File: src/rtl/bcs_pkg.sv
// Shared types for the multiplexed bus cycle sequencer.
// Assumes a 3-bit cycle code as listed in the brief.
package bcs_pkg;
    typedef enum logic [2:0] {
        CY_FETCH = 3'd0,
        CY_MEMRD = 3'd1,
        CY_MEMWR = 3'd2,
        CY_IORD  = 3'd3,
        CY_IOWR  = 3'd4,
        CY_INTA  = 3'd5,
        CY_BIDLE = 3'd6,
        CY_RSVD  = 3'd7
    } cyc_e;

    typedef enum logic [2:0] {
        ST_IDLE = 3'd0,
        ST_T1   = 3'd1,
        ST_T2   = 3'd2,
        ST_TW   = 3'd3,
        ST_T3   = 3'd4,
        ST_T4   = 3'd5
    } tstate_e;

    localparam logic [1:0] STS_HALT  = 2'b00;
    localparam logic [1:0] STS_WRITE = 2'b01;
    localparam logic [1:0] STS_READ  = 2'b10;
    localparam logic [1:0] STS_FETCH = 2'b11;
endpackage

File: src/rtl/bcs_tstate_fsm.sv
// T-state sequencer. Accepts a request only in idle, latches its type,
// address and data, and steps T1-T2-(TW)*-T3-(T4 for fetch only).
// Assumes ready is synchronous to clk. Reset loads a fetch from address 0.
module bcs_tstate_fsm
    import bcs_pkg::*;
#(
    parameter int ADDR_W = 16,
    parameter int DATA_W = 8
) (
    input  logic              clk,
    input  logic              rst_n,
    input  logic              start,
    input  logic [2:0]        cyc_type,
    input  logic [ADDR_W-1:0] addr,
    input  logic [DATA_W-1:0] wdata,
    input  logic              ready,
    output tstate_e           st,
    output cyc_e              cmd_type,
    output logic [ADDR_W-1:0] cmd_addr,
    output logic [DATA_W-1:0] cmd_wdata
);
    cyc_e req_type;

    // Map the reserved code onto a bus idle cycle.
    always_comb begin
        req_type = cyc_e'(cyc_type);
        if (req_type == CY_RSVD) req_type = CY_BIDLE;
    end

    // Advance the T-state and latch a new request from idle.
    always_ff @(posedge clk) begin
        if (!rst_n) begin
            st        <= ST_T1;
            cmd_type  <= CY_FETCH;
            cmd_addr  <= '0;
            cmd_wdata <= '0;
        end else begin
            case (st)
                ST_IDLE: if (start) begin
                    st        <= ST_T1;
                    cmd_type  <= req_type;
                    cmd_addr  <= addr;
                    cmd_wdata <= wdata;
                end
                ST_T1:   st <= ST_T2;
                ST_T2:   st <= ready ? ST_T3 : ST_TW;
                ST_TW:   st <= ready ? ST_T3 : ST_TW;
                ST_T3:   st <= (cmd_type == CY_FETCH) ? ST_T4 : ST_IDLE;
                ST_T4:   st <= ST_IDLE;
                default: st <= ST_IDLE;
            endcase
        end
    end
endmodule

File: src/rtl/bcs_pin_decode.sv
// Pin decode: turns the T-state and latched request into bus pins.
// Purely combinational; assumes the request fields stay stable for the cycle.
module bcs_pin_decode
    import bcs_pkg::*;
#(
    parameter int ADDR_W = 16,
    parameter int DATA_W = 8,
    localparam int HI_W  = ADDR_W - DATA_W
) (
    input  tstate_e           st,
    input  cyc_e              cmd_type,
    input  logic [ADDR_W-1:0] cmd_addr,
    input  logic [DATA_W-1:0] cmd_wdata,
    output logic              ale,
    output logic [1:0]        status,
    output logic              io_m,
    output logic              rd_n,
    output logic              wr_n,
    output logic [HI_W-1:0]   a_hi,
    output logic [DATA_W-1:0] ad_out,
    output logic              ad_oe,
    output logic              idle,
    output logic              cyc_last,
    output logic              sample_en
);
    logic rd_kind, wr_kind, io_kind, mirror, window, busy;

    // Classify the latched cycle type.
    always_comb begin
        rd_kind = (cmd_type == CY_FETCH) || (cmd_type == CY_MEMRD) ||
                  (cmd_type == CY_IORD)  || (cmd_type == CY_INTA);
        wr_kind = (cmd_type == CY_MEMWR) || (cmd_type == CY_IOWR);
        io_kind = (cmd_type == CY_IORD)  || (cmd_type == CY_IOWR) ||
                  (cmd_type == CY_INTA);
        mirror  = (cmd_type == CY_IORD)  || (cmd_type == CY_IOWR);
    end

    // Strobe window spans T2, wait states and T3.
    always_comb begin
        busy   = (st != ST_IDLE);
        window = (st == ST_T2) || (st == ST_TW) || (st == ST_T3);
    end

    // Status pair by cycle type; halt code when idle.
    always_comb begin
        if (!busy) begin
            status = STS_HALT;
        end else begin
            case (cmd_type)
                CY_FETCH, CY_INTA: status = STS_FETCH;
                CY_MEMWR, CY_IOWR: status = STS_WRITE;
                default:           status = STS_READ;
            endcase
        end
    end

    // Control strobes and cycle markers.
    always_comb begin
        ale       = (st == ST_T1);
        io_m      = busy && io_kind;
        rd_n      = !(window && rd_kind);
        wr_n      = !(window && wr_kind);
        idle      = !busy;
        cyc_last  = (st == ST_T4) || ((st == ST_T3) && (cmd_type != CY_FETCH));
        sample_en = (st == ST_T3) && rd_kind;
    end

    // Address and shared bus drive.
    always_comb begin
        if (!busy)       a_hi = '0;
        else if (mirror) a_hi = HI_W'(cmd_addr[DATA_W-1:0]);
        else             a_hi = cmd_addr[ADDR_W-1:DATA_W];
        ad_oe  = ale || (window && wr_kind);
        if (ale)                    ad_out = cmd_addr[DATA_W-1:0];
        else if (window && wr_kind) ad_out = cmd_wdata;
        else                        ad_out = '0;
    end
endmodule

File: src/rtl/bcs_read_capture.sv
// Read capture: registers the shared bus at the end of T3 of read cycles
// and flags it for one clock. Assumes sample_en is high for one clock.
module bcs_read_capture #(
    parameter int DATA_W = 8
) (
    input  logic              clk,
    input  logic              rst_n,
    input  logic              sample_en,
    input  logic [DATA_W-1:0] ad_in,
    output logic [DATA_W-1:0] rdata,
    output logic              rdata_valid
);
    // Capture bus data and raise the one-clock valid flag.
    always_ff @(posedge clk) begin
        if (!rst_n) begin
            rdata       <= '0;
            rdata_valid <= 1'b0;
        end else begin
            rdata_valid <= sample_en;
            if (sample_en) rdata <= ad_in;
        end
    end
endmodule

File: src/rtl/muxbus_cycle_seq.sv
// Top of the multiplexed bus cycle sequencer: T-state machine, pin decode
// and read capture. Assumes the caller waits for idle before each start.
module muxbus_cycle_seq
    import bcs_pkg::*;
#(
    parameter int ADDR_W = 16,
    parameter int DATA_W = 8,
    localparam int HI_W  = ADDR_W - DATA_W
) (
    input  logic              clk,
    input  logic              rst_n,
    input  logic              start,
    input  logic [2:0]        cyc_type,
    input  logic [ADDR_W-1:0] addr,
    input  logic [DATA_W-1:0] wdata,
    input  logic              ready,
    input  logic [DATA_W-1:0] ad_in,
    output logic              ale,
    output logic [1:0]        status,
    output logic              io_m,
    output logic              rd_n,
    output logic              wr_n,
    output logic [HI_W-1:0]   a_hi,
    output logic [DATA_W-1:0] ad_out,
    output logic              ad_oe,
    output logic [DATA_W-1:0] rdata,
    output logic              rdata_valid,
    output logic              idle,
    output logic              cyc_last
);
    tstate_e           st;
    cyc_e              cmd_type;
    logic [ADDR_W-1:0] cmd_addr;
    logic [DATA_W-1:0] cmd_wdata;
    logic              sample_en;

    bcs_tstate_fsm #(.ADDR_W(ADDR_W), .DATA_W(DATA_W)) fsm_i (
        .clk(clk), .rst_n(rst_n), .start(start), .cyc_type(cyc_type),
        .addr(addr), .wdata(wdata), .ready(ready), .st(st),
        .cmd_type(cmd_type), .cmd_addr(cmd_addr), .cmd_wdata(cmd_wdata)
    );

    bcs_pin_decode #(.ADDR_W(ADDR_W), .DATA_W(DATA_W)) dec_i (
        .st(st), .cmd_type(cmd_type), .cmd_addr(cmd_addr), .cmd_wdata(cmd_wdata),
        .ale(ale), .status(status), .io_m(io_m), .rd_n(rd_n), .wr_n(wr_n),
        .a_hi(a_hi), .ad_out(ad_out), .ad_oe(ad_oe), .idle(idle),
        .cyc_last(cyc_last), .sample_en(sample_en)
    );

    bcs_read_capture #(.DATA_W(DATA_W)) cap_i (
        .clk(clk), .rst_n(rst_n), .sample_en(sample_en), .ad_in(ad_in),
        .rdata(rdata), .rdata_valid(rdata_valid)
    );
endmodule

File: config.mk
export PLATFORM = sky130hd
export DESIGN_NAME = muxbus_cycle_seq
export DESIGN_NICKNAME = d
export VERILOG_FILES = /design/src/rtl/bcs_pkg.sv /design/src/rtl/bcs_tstate_fsm.sv /design/src/rtl/bcs_pin_decode.sv /design/src/rtl/bcs_read_capture.sv /design/src/rtl/muxbus_cycle_seq.sv
export SDC_FILE = /design/constraint.sdc
export NUM_CORES = 1
export LEC_CHECK = 0
export BUFFER_PORTS_ARGS = -buffer_cell sky130_fd_sc_hd__buf_4
export CAP_MARGIN = 20
export CORE_ASPECT_RATIO = 1.1
export CORE_MARGIN = 10
export CORE_UTILIZATION = 53
export DETAILED_ROUTE_END_ITERATION = 10
export PLACE_DENSITY_LB_ADDON = 0.1
export SYNTH_ARGS = -nofsm -noshare
export SYNTH_HDL_FRONTEND = slang
export SYNTH_HIERARCHICAL = 1
export SYNTH_SLANG_ARGS = --single-unit
File: constraint.sdc
create_clock -name clk -period 3.7 [get_ports clk]
set_input_delay 0.185 -clock clk [delete_from_list [all_inputs] [get_ports clk]]
set_output_delay 0.185 -clock clk [all_outputs]
set_load 0.005 [all_outputs]
; ---- Word level (Yosys, flattened, before mapping)
; Cells that the tools add are included.
[totals]
output_inout_bits = 34
register_bits = 39
in_bits = 39
elab_cells = 55
[op_classes]
eq_ne = 12
reduce_logical = 26
mux = 11
[op_table]
columns = operator, count
row1 = 8-bit two-way mux, 4
row2 = 3-bit == test (second input constant), 5
row3 = 3-bit by 2-bit == test with 1-bit output (second input constant), 4
row4 = 3-bit two-way mux, 4
row5 = 3-bit case mux with 4 select lines, 1
row6 = 1-bit logical OR, 10
row7 = 3-bit by 1-bit == test with 1-bit output (second input constant), 2
row8 = 3-bit zero test, 2
row9 = 3-bit nonzero test, 2
row10 = 2-bit OR reduction, 3
row11 = 1-bit logical AND, 5
row12 = 2-bit case mux with 2 select lines, 1
row13 = 1-bit zero test, 3
row14 = 2-bit two-way mux, 1
row15 = 2-bit != test (second input constant), 1
row16 = 2-bit AND reduction, 1

; ---- Logic depth before layout (Yosys ltp)
; Gate-level depths: netlist of run 1.
[logic_depth]
word_depth = 6
depth_mapped = 7

; ---- By module
; The synthesis of run 1 kept the hierarchy.
[modules_own_cells]
columns = module, seq_area_each_um2, instances, area_each_um2, cells_each
row1 = bcs_tstate_fsm, 600.6, 1, 1317.5, 134
row2 = bcs_pin_decode, 0.0, 1, 437.9, 67
row3 = bcs_read_capture, 180.2, 1, 329.1, 27

; ---- Worst setup path after synthesis of run 1
; No wires, ideal clock.
[synth_timing]
path_kind = reg2out
start = register fsm_i.st[2]
end = output port ad_out[0]
stages_incl_launch_ff = 4
required_time_ns = 3.515
path_slack_ns = 2.053
arrival_ns = 1.462
cell_sequence = dfxtp_1 -> or3b_4 -> a211oi_4 -> a22o_1
[synth_via]
elab_chain_len = 6
[synth_lines]
columns = element, line_no
row1 = start: declaration, bcs_tstate_fsm.sv:17  ; output tstate_e st,
row2 = start signal: assignment, bcs_tstate_fsm.sv:46  ; ST_T2: st <= ready ? ST_T3 : ST_TW;
row3 = start signal: assignment, bcs_tstate_fsm.sv:47  ; ST_TW: st <= ready ? ST_T3 : ST_TW;
row4 = start signal: assignment, bcs_tstate_fsm.sv:48  ; ST_T3: st <= (cmd_type == CY_FETCH) ? ST_T4 : ST_IDLE;
row5 = 3-bit by 2-bit == test with 1-bit output, bcs_pin_decode.sv:41  ; window = (st == ST_T2) || (st == ST_TW) || (st == ST_T3);
row6 = 1-bit logical OR (2 in series), bcs_pin_decode.sv:41
row7 = 1-bit logical AND, bcs_pin_decode.sv:75  ; else if (window && wr_kind) ad_out = cmd_wdata;
row8 = 8-bit two-way mux, bcs_pin_decode.sv:75
row9 = 8-bit two-way mux (*), bcs_pin_decode.sv:74  ; if (ale) ad_out = cmd_addr[DATA_W-1:0];
row10 = end: declaration, muxbus_cycle_seq.sv:24  ; output logic [DATA_W-1:0] ad_out,
; Every way passes the cells marked *; elsewhere a longest branch is shown, timed or not.

; ---- Worst setup path after layout of run 1
[layout_timing]
start = register fsm_i.st[2]
end = output port ad_out[6]
; Same word-level chain as after synthesis.

==> impl_metrics.csv, run 1 <==
group,metric,value,unit
routing,postRouteAntennaNets,0,
synthesis,netlist_instances,228,
synthesis,synth_area_per_cell,9.14,µm²
clock_tree,cts.repair.resized,0,
grt,grt_start_max_net_pins,40,
synthesis,yosysSeqAreaShare,37.5,%
clock_tree,cts_sinks,39,
clock_tree,cts_tree,"done",
placement,port_buffers,72,
worst_setup_path,timing.rr.start,"fsm_i/st[2]",
floorplanning,dieWidth,79.8,µm
placement,post-place-cells,336,
worst_setup_path,worst_r2r_endpoint,"cap_i/rdata[1]",
worst_setup_path,cpPeakStageDelay,0.59,ns
routing,drc,0,
clock_tree,htree_levels,2,
worst_setup_path,rr_worst_depth,4,
timing,fmax,427,MHz
synthesis,syn-cell-area,2080,µm²
timing,worst_slew_pin_slew,0.580,ns
routing,drt_iter0_drc,117,
grt,first_global_vias,1840,
worst_setup_path,critPathRequiredTime,3.51,ns
routing,vias_per_cell,5.19,
timing,min_period_over_period,63.3,%
worst_setup_path,crit_chain,"or3b_4, a211oi_4, a22o_1, buf_4",
timing,relSlewSlack,61.3,%
grt,grt_pass1_wl,8950,µm
clock_tree,cts_buffers,5,
floorplanning,io_pins,73,
synthesis,ys_ff_latch,39,
floorplanning,core-area,3710,µm²
floorplanning,row_count,23,
placement,dpl_cell_area,2560,µm²
synthesis,synthesis.nets,267,
worst_setup_path,end_kind,"primary output",
synthesis,synth_ff_type,"dfxtp_1",
layout,layout-drive-gt1-share,44.4,%
clock_tree,cts_max_path_buffers,2,
routing,vias,1791,
layout,antenna_cells,0,
power_and_ir_drop,p_per_area,373,nW/µm²
synthesis,yosysUniqueCellTypes,43,
routing,first_pass_iters,4,
synthesis,synth.most_common_cell,"dfxtp_1",
power_and_ir_drop,finalPower,997,µW
worst_setup_path,path_buf_inv,1,
synthesis,yosys.area.top_type,"dfxtp_1",
worst_setup_path,cp.depth,4,
timing,rsz0062_at_grt,"no",
grt,antenna_found_initial,0,
worst_setup_path,regToRegSetupSlack,1.88,ns
timing,final.min_clock_period,2.34,ns
clock_tree,clk_latency,0.29,ns
worst_setup_path,path_class,"register to primary output",
synthesis,synth-edff-count,0,
worst_setup_path,start_kind,"register",
worst_setup_path,critPathTopFamily,"compound AO/OA/AOI/OAI gates",
clock_tree,root_buffer,"clkbuf_8",
clock_tree,hold_buffers,0,
worst_setup_path,cp-endpoint,"ad_out[6]",
worst_setup_path,critical_path.startpoint,"fsm_i/st[2]",
floorplanning,die_h,85.8,µm
timing,setup_viol,0,
power_and_ir_drop,leakagePower,1.04,nW
timing,fin_worst_skew,0.00383,ns
placement,hpwl,3840,µm
grt,track_usage,16.0,%
floorplanning,dieArea,6840,µm²
layout,syn_to_final_growth,28.0,%
layout,num-nets-final,333,
layout,layout.cells.non_filler,345,
clock_tree,cts_setup_buffers,0,
placement,place.gp.congestion,0.772,
floorplanning,initial_core_util,56.2,%
layout,final_area,2670,µm²
status,status,"complete, no violations",
timing,finalHoldViolCount,0,
layout,final_util,71.9,%
routing,routed_wl,5220,µm
routing,wl_per_cell,15.1,µm
clock_tree,clk_pin_slew,0.07,ns
synthesis,synth_top_area_share,37.5,%
power_and_ir_drop,peakVddDrop,0.243,mV
worst_setup_path,cp_slowest_cell,"dfxtp_1",
synthesis,synthTopCellsByArea,"dfxtp_1 (37%), a21boi_2 (10%), nand2_1 (6.5%)",
timing,fin_tns_setup,0,ns
timing,slew_violations,0,
worst_setup_path,cp_data_arrival_time,2.16,ns
worst_hold_path,worst_hold_path_type,"input pin to register",
synthesis,yosysWarnings,6,
grt,globalRouteOverflowTotal,0,
flow_run,drv_cap,0,
worst_setup_path,cp_max_fo,13,
synthesis,postSynth.asyncResetShare,0,%
synthesis,netlist_top_cells_count,"dfxtp_1 (39), nand2_1 (36), nand2_2 (20)",
==> registers in the layout (all words and copies together) (netlist names) <==
signal,cells
fsm_i/cmd_wdata,8
fsm_i/cmd_type,3
fsm_i/st,3
cap_i/rdata_valid,1
cap_i/rdata,8
fsm_i/cmd_addr,16
==> cells by family (layout without fill, tap and decap cells) <==
family | count (synthesis) | count (layout) | synth area share [%]
muxes | 9 | 9 | 4.38
xor gates and xnor gates | 1 | 1 | 0.420
DFF | 39 | 39 | 37.5
buffers and inverters | 17 | 84 | 6.84
and+or+nand+nor | 101 | 101 | 27.0
AOI/OAI and AO/OA | 61 | 61 | 23.9
==> metrics by stage <==
stage | setup WS (ns) | hold slack [ns]
6_report | 1.36 | 0.143
5_1_grt | 1.20 | 0.132
4_1_cts | 1.38 | 0.135
3_5_place_dp | 1.70 | 0.444
3_3_place_gp | 1.77 | 0.439
2_1_floorplan | 2.05 | 0.313
==> power by group <==
group          switching (mW)  internal (mW)
Combinational           0.102          0.112
Clock                   0.139          0.170
Sequential             0.0305          0.442
==> layer usage <==
| metal | vias up | track usage, % | share of wire (%) |
|---|---|---|---|
| met5 | - | 0 | 0 |
| met4 | 0 | 3.85 | 0.88 |
| met3 | 6 | 6.47 | 7.8 |
| met2 | 53 | 27.5 | 50 |
| met1 | 822 | 17.8 | 41 |
| li1 | 910 | - | - |
==> cell usage in the layout, fill, tap and decap left out, types with 2 or more instances in the layout <==
| cell | count |
|---|---|
| nor3b_1 | 2 |
| o21ai_0 | 11 |
| a21oi_1 | 11 |
| nor2_1 | 5 |
| and2_1 | 2 |
| mux2i_1 | 8 |
| a22o_1 | 8 |
| nand2b_1 | 3 |
| a21boi_0 | 6 |
| dfxtp_1 | 39 |
| nand2_2 | 20 |
| clkbuf_8 | 7 |
| buf_4 | 74 |
| nand3_1 | 9 |
| a21boi_2 | 19 |
| nand2_1 | 36 |
| a21boi_1 | 2 |
| nor2b_1 | 9 |
| or2_2 | 2 |
| and3b_1 | 2 |
==> worst reg2reg max path, cell delays in order, from the launching register on <==
cell and delay [ns]:
dfxtp_1 0.59, or3b_4 0.45, and2b_2 0.38, mux2i_1 0.24, nor2b_1 0.06
==> worst min path at each step <==
stage          slack, ns  cells after the start                  to  startpoint
2_1_floorplan       0.31                      1      cap_i/rdata[0]       rst_n
3_3_place_gp        0.44                      3   fsm_i/cmd_addr[5]     addr[5]
3_5_place_dp        0.44                      3  fsm_i/cmd_wdata[4]    wdata[4]
4_1_cts             0.14                      3  fsm_i/cmd_wdata[4]    wdata[4]
5_1_grt             0.13                      3   fsm_i/cmd_addr[0]     addr[0]
6_report            0.14                      3  fsm_i/cmd_addr[12]    addr[12]
==> cell type report <==
type                            instances  area (µm²)
Timing Repair Buffer                   75         561
Sequential cell                        39         781
Tap cell                               50        62.6
Fill cell                             286        1040
Inverter                                1        3.75
Multi-Input combinational cell        172        1160
Clock buffer                            8         100
Note: power is estimated with default switching activity, not from simulation.
==> run 2, diff against run 1 <==
--- a/config.mk
+++ b/config.mk
@@ -5,11 +5,12 @@
 export SDC_FILE = /design/constraint.sdc
 export NUM_CORES = 1
 export LEC_CHECK = 0
+export ABC_AREA = 1
 export BUFFER_PORTS_ARGS = -buffer_cell sky130_fd_sc_hd__buf_4
 export CAP_MARGIN = 20
 export CORE_ASPECT_RATIO = 1.1
 export CORE_MARGIN = 10
-export CORE_UTILIZATION = 53
+export CORE_UTILIZATION = 45
 export DETAILED_ROUTE_END_ITERATION = 10
 export PLACE_DENSITY_LB_ADDON = 0.1
 export SYNTH_ARGS = -nofsm -noshare
==> constraint.sdc (replaced) <==
create_clock -name clk -period 2 [get_ports clk]
set_input_delay 0.1 -clock clk [delete_from_list [all_inputs] [get_ports clk]]
set_output_delay 0.1 -clock clk [all_outputs]
set_load 0.005 [all_outputs]
==> run 2 against run 1 <==
Net effect:
- clock power rose by 89%
- non-clock buffer count fell by 1
- critical endpoint is now ad_out[7]
- sequential share of layout area down 0.98 points
- count of clock-buffer cells in the layout unchanged
- utilization decreased by 12 points
- clock skew increased by 0.0031 ns
- routed wire length up 0.63%
- total power rose by 110%
==> impl_metrics.csv, run 2 <==
group,metric,value,unit
power_and_ir_drop,p_sw,632,µW
worst_setup_path,start_kind,"register",
synthesis,synth_top_area_share,36.4,%
routing,postRouteAntennaNets,0,
worst_setup_path,path_class,"register to primary output",
clock_tree,root_buffer,"clkbuf_8",
worst_setup_path,crit_chain,"nor2_1, nand2_1, nand2_1, nand3_1, nand2_1, buf_4",
power_and_ir_drop,p_per_area,743,nW/µm²
worst_setup_path,critPathRequiredTime,1.90,ns
timing,setup_ws,0.319,ns
clock_tree,cts_sinks,39,
floorplanning,initial_core_util,46.4,%
grt,grt_start_max_net_pins,55,
routing,wl_per_cell,11.1,µm
synthesis,netlist_top_cells_count,"nand2_1 (112), nor2_1 (81), inv_1 (51)",
floorplanning,dieArea,7930,µm²
floorplanning,row_count,26,
timing,slew_violations,0,
layout,syn_to_final_growth,28.8,%
layout,antenna_cells,0,
power_and_ir_drop,peakVddDrop,0.461,mV
layout,largest_register_ffs,16,
synthesis,netlist_instances,348,
worst_setup_path,end_kind,"primary output",
synthesis,synthTopCellsByArea,"dfxtp_1 (36%), nand2_1 (20%), nor2_1 (14%)",
timing,fin_worst_skew,0.00690,ns
status,status,"complete, no violations",
timing,min_period_over_period,84.1,%
timing,rsz0062_at_grt,"no",
synthesis,yosysSeqAreaShare,36.4,%
clock_tree,hold_buffers,0,
clock_tree,cts_tree,"done",
routing,drc,0,
power_and_ir_drop,intPower,1.42,mW
synthesis,syn-cell-area,2140,µm²
timing,worst_slew_pin_slew,0.566,ns
routing,vias,2096,
timing,fmax,595,MHz
synthesis,synth.most_common_cell,"nand2_1",
synthesis,yosysWarnings,6,
worst_hold_path,worst_hold_path_type,"input pin to register",
power_and_ir_drop,combPwrFrac,27.7,%
layout,regMostFlops,"fsm_i/cmd_addr",
clock_tree,cts_max_path_buffers,2,
power_and_ir_drop,leakagePower,1.54,nW
placement,pre_cts_slack,0.545,ns
clock_tree,cts.repair.resized,0,
placement,port_buffers,72,
synthesis,yosysUniqueCellTypes,20,
worst_setup_path,path_buf_inv,1,
timing,finalHoldViolCount,0,
floorplanning,dieWidth,85.8,µm
floorplanning,io_pins,73,
clock_tree,cts_buffers,5,
layout,num-nets-final,455,
timing,setup_viol,0,
synthesis,synth_area_per_cell,6.16,µm²
grt,track_usage,13.4,%
layout,final_cell_mix,"nand2_1 (112), nor2_1 (81), buf_4 (74), inv_1 (51), dfxtp_1 (39)",
power_and_ir_drop,switching_share,30.8,%
timing,relSlewSlack,62.3,%
synthesis,synth-edff-count,0,
layout,reg.largest.list,"fsm_i/cmd_addr x16, cap_i/rdata x8, fsm_i/cmd_wdata x8",
worst_setup_path,cpPeakStageDelay,0.49,ns
grt,grt_pass1_wl,8940,µm
clock_tree,cts_setup_buffers,0,
grt,globalRouteOverflowTotal,0,
layout,final_common_cell,"nand2_1",
grt,antenna_found_initial,0,
worst_setup_path,critPathTopFamily,"simple AND/OR/NAND/NOR gates",
power_and_ir_drop,seqPwrFrac,43.7,%
worst_setup_path,cp_data_arrival_time,1.58,ns
layout,layout.cells.non_filler,473,
worst_setup_path,cp_slowest_cell,"dfxtp_1",
routing,drt_iter0_drc,127,
placement,place.gp.congestion,0.772,
grt,first_global_vias,2050,
routing,vias_per_cell,4.43,
synthesis,yosys.area.top_type,"dfxtp_1",
clock_tree,clk_pin_slew,0.08,ns
routing,routed_wl,5250,µm
placement,post-place-cells,465,
floorplanning,die_h,92.4,µm
synthesis,synthesis.nets,387,
routing,first_pass_iters,4,
synthesis,synth_ff_type,"dfxtp_1",
worst_setup_path,path_common_cell,"nand2_1",
synthesis,postSynth.asyncResetShare,0,%
clock_tree,htree_levels,2,
flow_run,drv_cap,0,
clock_tree,clk_latency,0.29,ns
floorplanning,core-area,4620,µm²
timing,fin_tns_setup,0,ns
worst_setup_path,cp_max_fo,10,
placement,hpwl,3930,µm
synthesis,ys_ff_latch,39,
timing,final.min_clock_period,1.68,ns
power_and_ir_drop,clockPowerShare,28.5,%
layout,layout-drive-gt1-share,24.9,%
run 2: changes by cell type after synthesis, moves of 9 or more:
cell      change
nand3_1      +10
nor2b_1       -9
nor2_1       +76
nand2_1      +76
a21boi_2     -19
nand2_2      -13
o21ai_0      -11
inv_1        +50
run 2: per-stage QoR:
| stage | utilization [%] | power, mW | hold slack, ns | instance area (µm²) |
|---|---|---|---|---|
| floorplan | - | 1.26 | 0.235 | 2140 |
| global placement | 57.6 | 1.48 | 0.320 | 2660 |
| detailed placement | 57.6 | 1.49 | 0.327 | 2660 |
| CTS | 59.8 | 2.09 | 0.0222 | 2760 |
| global route | 59.8 | 2.21 | 0.0258 | 2760 |
| finish | 59.8 | 2.05 | 0.0329 | 2760 |
run 2: cell families (layout without fill, tap and decap cells):
family | Yosys count | count (layout) | share of synthesized area [%]
compound gates | 14 | 14 | 4.96
buf+inv | 66 | 135 | 14.4
flops | 39 | 39 | 36.4
simple gates | 229 | 229 | 44.3
run 2: layout make-up:
type                            count  area, µm²
Multi-Input combinational cell    243       1060
Fill cell                         493       1860
Tap cell                           56       70.1
Clock buffer                        8        100
Inverter                           53        199
Timing Repair Buffer               74        556
Sequential cell                    39        781
run 2: worst register-to-register path, delay by kind of cell (launching register included):
| family | cells | cell delay [ns] |
|---|---|---|
| DFF | 1 | 0.39 |
| and+or+nand+nor | 4 | 0.95 |
run 2: power by group through the flow:
stage          sequential, mW  clock, mW  combinational (mW)
2_1_floorplan           0.903          0               0.362
3_3_place_gp            0.914          0               0.571
3_5_place_dp            0.916          0               0.578
4_1_cts                 0.897      0.609               0.581
5_1_grt                 0.907      0.645               0.658
6_report                0.897      0.585               0.569
run 2: path summary, 6_finish.rpt:
kind	startpoint	slack [ns]	to	cells after the start
max reg2reg	fsm_i/st[1]	0.55	fsm_i/cmd_addr[15]	4
min	addr[4]	0.03	fsm_i/cmd_addr[4]	3
min reg2reg	cap_i/rdata[0]	0.47	cap_i/rdata[0]	2
max	fsm_i/st[1]	0.32	ad_out[7]	6
run 2: metal layers:
metal,vias up,GRT usage (%),part of all wire (%)
li1,1156,-,-
met1,889,14.8,44
met2,47,22.9,48
met3,4,4.91,7.1
met4,0,4.95,0.55
met5,-,0,0
